===== config.mk =====
export PLATFORM = sky130hd
export DESIGN_NAME = bootlock_guard
export DESIGN_NICKNAME = d
export VERILOG_FILES = /design/src/rtl/bootlock_pkg.sv /design/src/rtl/bootlock_seq.sv /design/src/rtl/bootlock_regs.sv /design/src/rtl/bootlock_qual.sv /design/src/rtl/bootlock_guard.sv
export SDC_FILE = /design/constraint.sdc
export NUM_CORES = 1
export LEC_CHECK = 0
export ABC_AREA = 1
export BUFFER_PORTS_ARGS = -buffer_cell sky130_fd_sc_hd__buf_2
export CORE_AREA = 4 4 45 47
export CTS_BUF_LIST = sky130_fd_sc_hd__clkbuf_16
export DETAILED_ROUTE_END_ITERATION = 7
export DIE_AREA = 0 0 49 51
export PLACE_DENSITY_LB_ADDON = 0.1
export SYNTH_ARGS = -nofsm -noshare
export SYNTH_HDL_FRONTEND = slang
export SYNTH_SLANG_ARGS = --single-unit

===== constraint.sdc =====
create_clock -name clk -period 1.5 [get_ports clk]
set_input_delay 0.075 -clock clk [delete_from_list [all_inputs] [get_ports clk]]
set_output_delay 0.075 -clock clk [all_outputs]
set_load 0.01 [all_outputs]

===== src/rtl/bootlock_pkg.sv =====
package bootlock_pkg;
    localparam int STEPS  = 7;
    localparam int CMD_AW = 15;
    localparam int STEP_W = $clog2(STEPS);

    typedef logic [STEP_W-1:0] step_t;

    typedef struct packed {
        logic [CMD_AW-1:0] addr;
        logic [7:0]        data;
    } cmd_t;

    function automatic cmd_t step_cmd(input step_t idx);
        cmd_t c;
        case (idx)
            step_t'(0): c = '{addr: 15'h5555, data: 8'hAA};
            step_t'(1): c = '{addr: 15'h2AAA, data: 8'h55};
            step_t'(2): c = '{addr: 15'h5555, data: 8'hA0};
            step_t'(3): c = '{addr: 15'h5555, data: 8'h80};
            step_t'(4): c = '{addr: 15'h5555, data: 8'hAA};
            step_t'(5): c = '{addr: 15'h2AAA, data: 8'h55};
            default:    c = '{addr: 15'h5555, data: 8'h40};
        endcase
        return c;
    endfunction
endpackage


===== src/rtl/bootlock_seq.sv =====
module bootlock_seq
    import bootlock_pkg::*;
#(
    parameter int ADDR_W = 17
) (
    input  logic              clk,
    input  logic              rst_n,
    input  logic              wr_en,
    input  logic [ADDR_W-1:0] wr_addr,
    input  logic [7:0]        wr_data,
    output logic              set_lo,
    output logic              set_hi
);
    localparam step_t LAST = step_t'(STEPS - 1);

    typedef struct packed {
        step_t step;
    } seq_t;

    seq_t seq_d, seq_q;
    cmd_t exp_cmd;
    logic hit;

    always_comb begin
        exp_cmd = step_cmd(seq_q.step);
        hit     = (wr_addr[CMD_AW-1:0] == exp_cmd.addr) && (wr_data == exp_cmd.data);
        seq_d   = seq_q;
        set_lo  = 1'b0;
        set_hi  = 1'b0;
        if (wr_en) begin
            if (!hit) begin
                seq_d.step = '0;
            end else if (seq_q.step == LAST) begin
                seq_d.step = '0;
                set_lo     = ~wr_addr[ADDR_W-1];
                set_hi     =  wr_addr[ADDR_W-1];
            end else begin
                seq_d.step = seq_q.step + step_t'(1);
            end
        end
    end

    always_ff @(posedge clk or negedge rst_n) begin
        if (!rst_n) seq_q <= '0;
        else        seq_q <= seq_d;
    end

    AST_SET_EXCLUSIVE: assert property (@(posedge clk) disable iff (!rst_n)
        $onehot0({set_lo, set_hi}));
    AST_MISS_TO_IDLE: assert property (@(posedge clk) disable iff (!rst_n)
        (wr_en && !hit) |=> (seq_q.step == '0));
    AST_QUIET_HOLD: assert property (@(posedge clk) disable iff (!rst_n)
        !wr_en |=> $stable(seq_q.step));
    AST_STEP_RANGE: assert property (@(posedge clk) disable iff (!rst_n)
        seq_q.step <= LAST);
endmodule


===== src/rtl/bootlock_regs.sv =====
module bootlock_regs (
    input  logic clk,
    input  logic rst_n,
    input  logic set_lo,
    input  logic set_hi,
    output logic lock_lo,
    output logic lock_hi
);
    typedef struct packed {
        logic lo;
        logic hi;
    } lk_t;

    lk_t lk_d, lk_q;

    always_comb begin
        lk_d    = lk_q;
        lk_d.lo = lk_q.lo | set_lo;
        lk_d.hi = lk_q.hi | set_hi;
    end

    always_ff @(posedge clk or negedge rst_n) begin
        if (!rst_n) lk_q <= '0;
        else        lk_q <= lk_d;
    end

    assign lock_lo = lk_q.lo;
    assign lock_hi = lk_q.hi;

    AST_LO_STICKY: assert property (@(posedge clk) disable iff (!rst_n)
        lk_q.lo |=> lk_q.lo);
    AST_HI_STICKY: assert property (@(posedge clk) disable iff (!rst_n)
        lk_q.hi |=> lk_q.hi);
    AST_LO_CAUSE: assert property (@(posedge clk) disable iff (!rst_n)
        (!lk_q.lo && !set_lo) |=> !lk_q.lo);
    AST_HI_CAUSE: assert property (@(posedge clk) disable iff (!rst_n)
        (!lk_q.hi && !set_hi) |=> !lk_q.hi);
endmodule


===== src/rtl/bootlock_qual.sv =====
module bootlock_qual #(
    parameter int ADDR_W   = 17,
    parameter int REGION_W = 13
) (
    input  logic [ADDR_W-1:0] tgt_addr,
    input  logic              lock_lo,
    input  logic              lock_hi,
    output logic              pgm_ok,
    output logic              erase_ok
);
    localparam int TAG_W = ADDR_W - REGION_W;

    logic [1:0] in_reg;
    logic [1:0] locks;

    assign locks = {lock_hi, lock_lo};

    for (genvar r = 0; r < 2; r++) begin : g_region
        localparam logic [TAG_W-1:0] TAG = (r == 0) ? '0 : '1;
        assign in_reg[r] = (tgt_addr[ADDR_W-1:REGION_W] == TAG);
    end

    assign pgm_ok   = ~|(in_reg & locks);
    assign erase_ok = ~|locks;
endmodule


===== src/rtl/bootlock_guard.sv =====
module bootlock_guard #(
    parameter int ADDR_W   = 17,
    parameter int REGION_W = 13
) (
    input  logic              clk,
    input  logic              rst_n,
    input  logic              wr_en,
    input  logic [ADDR_W-1:0] wr_addr,
    input  logic [7:0]        wr_data,
    input  logic [ADDR_W-1:0] tgt_addr,
    output logic              pgm_ok,
    output logic              erase_ok
);
    logic set_lo, set_hi;
    logic lock_lo, lock_hi;

    bootlock_seq #(.ADDR_W(ADDR_W)) i_seq (
        .clk(clk), .rst_n(rst_n), .wr_en(wr_en), .wr_addr(wr_addr),
        .wr_data(wr_data), .set_lo(set_lo), .set_hi(set_hi)
    );

    bootlock_regs i_regs (
        .clk(clk), .rst_n(rst_n), .set_lo(set_lo), .set_hi(set_hi),
        .lock_lo(lock_lo), .lock_hi(lock_hi)
    );

    bootlock_qual #(.ADDR_W(ADDR_W), .REGION_W(REGION_W)) i_qual (
        .tgt_addr(tgt_addr), .lock_lo(lock_lo), .lock_hi(lock_hi),
        .pgm_ok(pgm_ok), .erase_ok(erase_ok)
    );

    AST_ERASE_AFTER_SET: assert property (@(posedge clk) disable iff (!rst_n)
        (set_lo || set_hi) |=> !erase_ok);
    AST_LOW_VETO: assert property (@(posedge clk) disable iff (!rst_n)
        (lock_lo && (tgt_addr[ADDR_W-1:REGION_W] == '0)) |-> !pgm_ok);
    AST_HIGH_VETO: assert property (@(posedge clk) disable iff (!rst_n)
        (lock_hi && (tgt_addr[ADDR_W-1:REGION_W] == '1)) |-> !pgm_ok);
endmodule


==> metrics.txt, run 1 <==
routed vias=747; Worst Max-Slew Pin Slew=0.250 ns; Worst path slowest cell=dfrtp_1; Max IR drop VDD=slightly below 0.8 mV; Worst R2R End=i_regs.lock_hi$_DFF_PN0_; post-CTS setup buffer count=0; endpoint type of the worst setup path=flop; GRT Total Usage=0.109; diode count=0; Netlist cell types=17; Hold EP=i_regs.lock_lo$_DFF_PN0_; #FFs+latches synth=5; worst-path fanout max=7; delay-heaviest family, CP=simple AND/OR/NAND/NOR gates; synthesized area per cell=5.20 µm²; Hold Crit Class=input port to flop; PD cells=746 nW/µm²; fmax=774 MHz; reg2reg setup slack=0.21 ns; Worst Slack Setup Final=0.208 ns; share of layout cells above drive strength 1=0.285; antenna violations before repair=0; CP peak stage delay=0.45 ns; placed wire-length estimate=1170 µm; CP arrival=1.45 ns; HP Start=wr_addr[16]; remaining global-route overflow=0; post-detailed-route wirelength per cell=roughly 8.4 µm; crit path time final=1.29 ns; Initial Util=0.362; DP Worst Slack=0.161 ns; Initial DRC Count=5; hold depth=4; reg2reg path depth=9; post-DR vias/cell=4.45; area grow syn2layout=45.4%; vias in the first global route=596; Finished Core Util=0.527; Max Cap Viol=0; status=completed; first-pass GRT wire length=approximately 2200 µm; Routed WL=1410 µm; Clock Sinks=5; CTS tree=built; RSZ-0062 raised after global routing=no; nets=approximately 200; worst-case clock buffer depth=2; placer congestion estimate=0.705; PortBufs=32; die height=51 µm; IO Count=47; most used cell, CP=nand2_1; Final Cycle Share=0.861; Post-Syn Area=about 600 µm²; Synth Warn #=0; pin count of the biggest net entering global routing=10; DR DRC count=0; max_slew headroom=0.833; Setup CP Type=flop to flop; Syn Nets=160; post-synthesis sequential area ratio=0.209; total power=0.000649 W; gate count of the mapped netlist=115; cells along the critical path=inv_2, nand2_2, nand2_1, nand2_1, inv_1, nand2_1, a21oi_4, nand3_1, nand2_1; CTS buffer count=3; standard-cell rows=15; # setup viols final=0; 1st-pass router iterations=4; Die Width=just under 50 µm; Clk pin slew, worst setup/hold paths=0.03 ns; Worst Path Buf+Inv=2; P_leak=0.542 nW; clk_lat worst skew=0.22 ns; H-tree Lvls=1; final hold violation count=0; Slew Limit Fails=0; skew final=0.00120 ns; antenna-violating nets left=0; DIE AREA=between 2000 and 2500 µm²; Fin Setup TNS=0 ns; Core Area=1650 µm²; CTS Root Buffer Type=clkbuf_16; RR Startpoint=i_seq.seq_q[1]$_DFFE_PN0P_; Critical Path RT=1.66 ns; critical path launch point type=flop
stage by stage:
step	area, µm²	std cells	hold slack (ns)
global placement	772	163	-0.110
global route	870	168	0.175
finish	870	168	0.133
detailed placement	772	163	-0.108
CTS	861	168	0.133
floorplan	598	115	-0.221
cells in the final DEF, fill, tap and decap left out:
cell and count:
and3_1 1, nand4_1 1, nand2_2 3, a21oi_4 1, inv_2 2, o21ai_0 2
nor2_4 1, xor2_1 1, nand3_1 10, buf_2 32, dfrtp_1 4, a21oi_1 1
nand2_1 40, inv_1 23, nor4_1 3, or2_1 1, nor2_1 20, dfrtp_2 1
dlygate4sd3_1 1, clkbuf_16 3
state kept, by name, summed over array words and instances (netlist names):
name,flops
i_seq.seq_q,3
i_regs.lock_hi,1
i_regs.lock_lo,1
how the worst max path moves through the flow:
stage	start	to	slack (ns)	depth (start not counted)
final	i_seq.seq_q[1]$_DFFE_PN0P_	i_regs.lock_hi$_DFF_PN0_	0.21	9
after global routing	i_seq.seq_q[1]$_DFFE_PN0P_	i_seq.seq_q[1]$_DFFE_PN0P_	0.05	9
after CTS	i_seq.seq_q[0]$_DFFE_PN0P_	i_seq.seq_q[2]$_DFFE_PN0P_	0.15	9
after detailed placement	i_seq.seq_q[0]$_DFFE_PN0P_	i_seq.seq_q[2]$_DFFE_PN0P_	0.16	9
after global placement	i_seq.seq_q[0]$_DFFE_PN0P_	i_seq.seq_q[1]$_DFFE_PN0P_	0.16	8
after floorplan	i_seq.seq_q[0]$_DFFE_PN0P_	i_seq.seq_q[0]$_DFFE_PN0P_	0.34	8
worst reg2reg max path: stages (launching register included):
cell	delay (ns)
dfrtp_1	0.45
inv_2	0.10
nand2_2	0.09
nand2_1	0.08
nand2_1	0.05
inv_1	0.05
nand2_1	0.08
a21oi_4	0.17
nand3_1	0.09
nand2_1	0.07
layer usage:
metal	wire length, µm	global-route usage	vias to the layer above	share of wire
met5	0	0	-	0
met4	0	0.0135	0	0
met3	123	0.0466	0	0.087
met2	660	0.187	26	0.47
met1	622	0.130	301	0.44
li1	-	-	420	-
kinds of logic after synthesis:
logic type,share of synthesized area
AND/OR/NAND/NOR,0.573
buffers and inverters,0.163
flip-flops,0.209
AO/OA/AOI/OAI,0.0397
XOR/XNOR,0.0146
synthesized netlist by cell type, drive strengths merged:
cell	n	area (µm²)
dfrtp	5	125
nand4	1	6.26
nor4	3	18.8
or2	1	6.26
buf	1	7.51
xor2	1	8.76
nand3	10	50.1
a21oi	2	13.8
nand2	43	169
o21ai	2	10.0
and3	1	6.26
inv	24	90.1
nor2	21	86.3
power breakdown:
group,internal [W],switching (W),total [W]
Sequential,0.000136,0.0000000000214,0.000136
Clock,0.000344,0.0000778,0.000422
Combinational,0.0000468,0.0000444,0.0000912
Total,0.000527,0.000122,0.000649
timing repair:
action,in CTS,in global routing
hold buffers,1,0
resized for setup,0,2
endpoints found under the setup margin,0,1
endpoints found under the hold margin,5,0
layout make-up:
cell class                 count  area [µm²]
timing repair buffer          33         170
sequential                     5         126
clock inverter                 1        3.75
inverter                      24        90.1
clock buffer                   3        75.1
tap                           17        21.3
multi-input combinational     85         383
fill                         179         782
Power figures use the tool's default switching activity.
==> inputs of run 2 (changes only) <==
- CORE_AREA: 4 4 45 47 -> 4 4 44 46
- DIE_AREA: 0 0 49 51 -> 0 0 48 50
- clock period: 1.5 -> 1.6 ns (I/O delays scaled with it)
==> metrics.txt, run 2 (same netlist as run 1, synthesis figures left out) <==
post-CTS setup buffer count=0 (unchanged); H-tree Lvls=1 (unchanged); Worst path slowest cell=dfrtp_1; Cells after DPL=162 (-0.61%); Initial DRC Count=15 (+10); worst-case clock buffer depth=2 (unchanged); CP peak stage delay=0.51 ns (+0.06 ns); CTS tree=built; Comb pwr share=0.137 (-0.003); post-cts resize count=0 (unchanged); RSZ-0062 raised after global routing=no; CP arrival=1.52 ns (+0.07 ns); multi-input logic area=375 µm² (-2.0%); filler cell count in the final layout=162 (-9.5%); Initial Util=0.397 (+0.0349); fmax=739 MHz (-4.5%); Sequential Area=125 µm² (-0.99%); first-pass GRT wire length=1950 µm (-12%); post-DR vias/cell=4.58 (+3.0%); Max IR drop VDD=0.619 mV (-20%); endpoint type of the worst setup path=flop; area grow syn2layout=43.7%; final hold violation count=0 (unchanged); CTS buffer count=3 (unchanged); Max Cap Viol=0 (unchanged); sequential group share of total power=0.205 (-0.004); Cell Int Power=0.000495 W (-6.1%); Routed WL=1420 µm (+1.1%); CTS Root Buffer Type=clkbuf_16; post-detailed-route wirelength per cell=8.51 µm (+1.7%); commonest non-fill, non-tap cell in the layout=nand2_1; skew final=0.00178 ns (+0.000577 ns); placed wire-length estimate=1150 µm (-1.8%); Slew Limit Fails=0 (unchanged); Sw Pwr=0.000125 W (+2.4%); share of layout cells above drive strength 1=0.278 (-0.00662); Clk pin slew, worst setup/hold paths=0.03 ns (about the same); routed vias=765 (+2.4%); Hold Crit Class=input port to flop; PortBufs=32 (unchanged); clk_lat worst skew=0.23 ns (about the same); RR Startpoint=i_seq.seq_q[0]$_DFFE_PN0P_; P_leak=0.543 nW (+0.28%); DIE AREA=2400 µm² (-4.0%); vias in the first global route=524 (-12%); most used cell, CP=nand2_1; highest-count cells in the layout ignoring fill and taps=nand2_1 (40), buf_2 (32), inv_1 (23); Clock Sinks=5 (unchanged); 1st-pass router iterations=4 (unchanged); Die Width=48 µm (-2.0%); crit path time final=1.35 ns (+0.0609 ns); PD cells=721 nW/µm² (-3.4%); Top reg by flops=i_seq.seq_q; max_slew headroom=0.792 (-0.0413); max reg flops=3 (unchanged); die height=50 µm (-2.0%); antenna-violating nets left=0 (unchanged); switch share=0.202 (+0.0135); status=completed; standard-cell rows=14 (-1); # setup viols final=0 (unchanged); start point of the critical path=i_seq.seq_q[0]$_DFFE_PN0P_; GRT Total Usage=0.118 (+0.00880); DR DRC count=0 (unchanged); remaining global-route overflow=0 (unchanged); Critical Path RT=1.77 ns (+0.11 ns); placer congestion estimate=0.706 (+0.26%); CTS Hold Bufs=1 (unchanged); critical path launch point type=flop; Final Cycle Share=0.846 (-0.0158); cells along the critical path=nand2_2, nand2_1, nand2_1, inv_1, nand2_1, a21oi_2, nand3_1, nand2_1; diode count=0 (unchanged); Core Area=1510 µm² (-8.8%); IO Count=47 (unchanged); Worst Max-Slew Pin Slew=0.312 ns (+0.0619 ns); HP Start=wr_addr[16]; clock share of power=0.658 (+0.008); Setup CP Type=flop to flop; Fin Setup TNS=0 ns (unchanged); pin count of the biggest net entering global routing=10 (unchanged); Final Non-Filler Cells=167 (-0.60%); antenna violations before repair=0 (unchanged); nets=197 (unchanged); worst-path fanout max=9 (+2)
==> run 2: power groups by stage <==
stage	clock network, W	logic, W	registers [W]
3_3_place_gp	0	0.0000812	0.000129
4_1_cts	0.000420	0.0000857	0.000127
3_5_place_dp	0	0.0000835	0.000129
2_1_floorplan	0	0.0000342	0.000129
6_report	0.000408	0.0000849	0.000127
5_1_grt	0.000434	0.0000959	0.000127
==> run 2: cell type report <==
class                   instances  share of cell area
multi-input cells              85               0.437
repair buffers                 33               0.198
flip-flops and latches          5               0.146
inverters                      24               0.105
clock buffers                   3              0.0873
well taps                      16              0.0233
clock inverters                 1             0.00437
==> run 2: path summary, 6_finish.rpt <==
kind                            slack [ns]  cells after the start                         end
worst max-delay path                  0.25                      8    i_regs.lock_lo$_DFF_PN0_
worst min register to register        0.48                      2    i_regs.lock_hi$_DFF_PN0_
max in group asynchronous             1.27                      2  i_seq.seq_q[1]$_DFFE_PN0P_
worst max register to register        0.25                      8    i_regs.lock_lo$_DFF_PN0_
worst min-delay path                  0.15                      4    i_regs.lock_lo$_DFF_PN0_
min in group asynchronous             0.20                      2    i_regs.lock_lo$_DFF_PN0_
==> run 2: metal layers <==
metal	vias up	global-route usage	wire (µm)
li1	418	-	-
met1	316	0.132	609
met2	27	0.167	614
met3	4	0.0473	153
met4	0	0.0942	44
met5	-	0	0
==> run 2: worst max-delay path, delay by kind of cell (launching register included) <==
kind,cells,cell delay [ns]
AOI/OAI and AO/OA,1,0.21
and+or+nand+nor,6,0.53
DFF,1,0.51
buffers and inverters,1,0.05
==> run 2: stage by stage <==
step	utilization	area (µm²)	setup slack [ns]	hold slack [ns]	total power [W]
floorplan	-	598	0.438	-0.216	0.000163
global placement	0.512	771	0.278	-0.106	0.000210
detailed placement	0.512	771	0.275	-0.0991	0.000212
CTS	0.571	860	0.252	0.135	0.000633
global route	0.571	860	0.0975	0.175	0.000657
finish	0.571	860	0.247	0.147	0.000620
==> inputs of run 3 (changes only) <==
- ABC_AREA: 1 -> 0
- CORE_AREA: 4 4 44 46 -> 4 4 43 45
- DIE_AREA: 0 0 48 50 -> 0 0 47 49
- clock period: 1.6 -> 1.26 ns (I/O delays scaled with it)
==> metrics.txt, run 3 <==
status=finished, violations left; failing checks=setup timing; post-synth top area share=0.251 (about the same); share of layout cells above drive strength 1=0.500 (+0.222); highest-count cells in the layout ignoring fill and taps=buf_2 (32), buf_4 (14), nor2_1 (7); Die Width=47 µm (-2.1%); RSZ-0062 raised after global routing=yes; placed wire-length estimate=1210 µm (+5.0%); reg2reg setup slack=-0.43 ns (-0.67 ns); gate count of the mapped netlist=60 (-48%); Slew Limit Fails=0 (unchanged); Post-Syn Area=498 µm² (-17%); Cell Int Power=0.000633 W (+28%); max reg flops=3 (unchanged); Core Area=1470 µm² (-2.3%); endpoint type of the worst setup path=flop; diode count=0 (unchanged); Worst Slack Setup Final=-0.426 ns (-0.673 ns); Synth Warn #=0 (unchanged); remaining global-route overflow=0 (unchanged); vias in the first global route=610 (+16%); antenna violations before repair=0 (unchanged); fmax=593 MHz (-20%); Critical Path RT=1.38 ns (-0.39 ns); Netlist cell types=31 (+14); Synth Flop Type=dfrtp_1; switch share=0.190 (-0.0115); post-synthesis sequential area ratio=0.251 (+0.0421); Synth area leaders=dfrtp_1 (25%), nor4bb_1 (8.0%), nand4_1 (6.3%); DIE AREA=2300 µm² (-4.0%); final hold violation count=0 (unchanged); Sw Pwr=0.000149 W (+19%); CTS Root Buffer Type=clkbuf_16; post-detailed-route wirelength per cell=11.8 µm (+39%); commonest cells in the netlist=nor2_1 (7), dfrtp_1 (5), inv_1 (5), nand4_1 (5), nor4bb_1 (4); Worst Max-Slew Pin Slew=0.278 ns (-0.0343 ns); Final Cycle Share=1.34 (+0.492); sequential group share of total power=0.207 (+0.002); PortBufs=32 (unchanged); standard-cell rows=14 (unchanged); commonest non-fill, non-tap cell in the layout=buf_2; CTS buffer count=3 (unchanged); Setup CP Type=flop to flop; number of synthesized flops with an enable pin=0 (unchanged); hold slack=0.0499 ns (-0.0967 ns); critical path launch point type=flop; H-tree Lvls=1 (unchanged); Max IR drop VDD=0.889 mV (+44%); clk_lat worst skew=0.23 ns (about the same); GRT Total Usage=0.149 (+0.0306); Top reg by flops=i_seq.seq_q; Max Cap Viol=0 (unchanged); post-DR vias/cell=5.17 (+13%); DP Worst Slack=-0.472 ns (-0.748 ns); pin count of the biggest net entering global routing=7 (-3); # setup viols final=5 (+5); Routed WL=1490 µm (+4.6%); Hold Crit Class=input port to flop; Initial Util=0.338 (-0.0586); Async SR Flop Fraction=1.00 (unchanged); IO Count=47 (unchanged); area grow syn2layout=77.4%; skew final=0.00565 ns (+0.00388 ns); clock share of power=0.662 (+0.004); max_slew headroom=0.812 (+0.0203); Comb pwr share=0.131 (-0.006); worst-path fanout max=5 (-4); placer congestion estimate=0.765 (+8.2%); first-pass GRT wire length=2460 µm (+26%); most frequent cell after synthesis=nor2_1; crit path time final=1.69 ns (+0.333 ns); #FFs+latches synth=5 (unchanged); area leader, netlist=dfrtp_1; Clock Sinks=5 (unchanged); CTS tree=built; Syn Nets=105 (-34%); antenna-violating nets left=0 (unchanged); die height=49 µm (-2.0%); routed vias=652 (-15%); Clk pin slew, worst setup/hold paths=0.03 ns (about the same); Initial DRC Count=6 (-9); P_leak=0.421 nW (-23%); CP arrival=1.80 ns (+0.28 ns); worst-case clock buffer depth=2 (unchanged); 1st-pass router iterations=4 (unchanged); PD cells=885 nW/µm² (+23%); DR DRC count=0 (unchanged); synthesized area per cell=8.30 µm² (+60%); total power=0.000781 W (+26%); nets=156 (-21%)
[run 3: changes by cell type after synthesis, sizes merged, moves of 4 or more]
| cell | delta |
|---|---|
| nor4bb | +4 |
| nand4 | +4 |
| nand3 | -8 |
| nand2 | -40 |
| inv | -19 |
| nor2 | -14 |
| nor3b | +4 |
[run 3: per-stage QoR]
step	instances	utilization	instance area (µm²)	setup TNS, ns
5_1_grt	126	0.600	883	-2.65
4_1_cts	126	0.600	883	-2.07
3_5_place_dp	119	0.525	772	-2.12
6_report	126	0.600	883	-1.99
3_3_place_gp	119	0.525	772	-2.00
2_1_floorplan	60	-	513	-2.24
[run 3: path summary, 6_finish.rpt]
kind / startpoint / cells past startpoint / to
setup / recovery: i_seq.seq_q[1]$_DFFE_PN0P_ / 6 / i_regs.lock_lo$_DFF_PN0_
hold / removal: wr_addr[16] / 2 / i_regs.lock_lo$_DFF_PN0_
setup reg to reg: i_seq.seq_q[1]$_DFFE_PN0P_ / 6 / i_regs.lock_lo$_DFF_PN0_
hold reg to reg: i_regs.lock_hi$_DFF_PN0_ / 2 / i_regs.lock_hi$_DFF_PN0_
max in group asynchronous: rst_n / 2 / i_regs.lock_lo$_DFF_PN0_
min in group asynchronous: rst_n / 2 / i_regs.lock_hi$_DFF_PN0_
[run 3: logic make-up (layout without fill, tap and decap cells)]
kind of cell	count (synthesis)	in the layout	synth area share
compound gates	12	12	0.168
buf+inv	6	56	0.0603
simple gates	36	36	0.500
flops	5	5	0.251
mux	1	1	0.0201
[run 3: area by class of cell]
cell class              instances  area [µm²]
multi-input cells              49         365
inverters                       5        18.8
fillers                       138         588
repair buffers                 47         275
flip-flops and latches          5         125
well taps                      16        20.0
clock buffers                   3        75.1
clock inverters                 1        3.75
[run 3: critical path, stage by stage, from the launching register on]
cell and delay, ns:
dfrtp_1 0.40, and2b_2 0.27, nand4_1 0.09, a222oi_1 0.32, buf_4 0.19, nand3_4 0.08
o41ai_2 0.22
[run 3: repair_timing]
| action | CTS | global route |
|---|---|---|
| gates cloned | 0 | 0 |
| pin swaps | 3 | 1 |
| hold buffers | 1 | 0 |
| endpoints found under the hold margin | 5 | 0 |
| setup buffers | 2 | 0 |
| setup endpoints to repair | 5 | 5 |
| resized for setup | 2 | 0 |
[run 3: per-layer routing]
| layer | part of all wire | up-vias | GRT usage |
|---|---|---|---|
| met5 | 0 | - | 0 |
| met1 | 0.38 | 298 | 0.167 |
| met3 | 0.084 | 2 | 0.0554 |
| met2 | 0.52 | 15 | 0.231 |
| met4 | 0.012 | 0 | 0.0829 |
| li1 | - | 337 | - |
[run 3: power groups by stage]
stage	clock [W]	sequential, W	combinational [W]
final	0.000517	0.000162	0.000102
after global routing	0.000550	0.000161	0.000115
after CTS	0.000530	0.000162	0.000103
after detailed placement	0	0.000163	0.0000982
after global placement	0	0.000163	0.0000959
after floorplan	0	0.000164	0.0000282
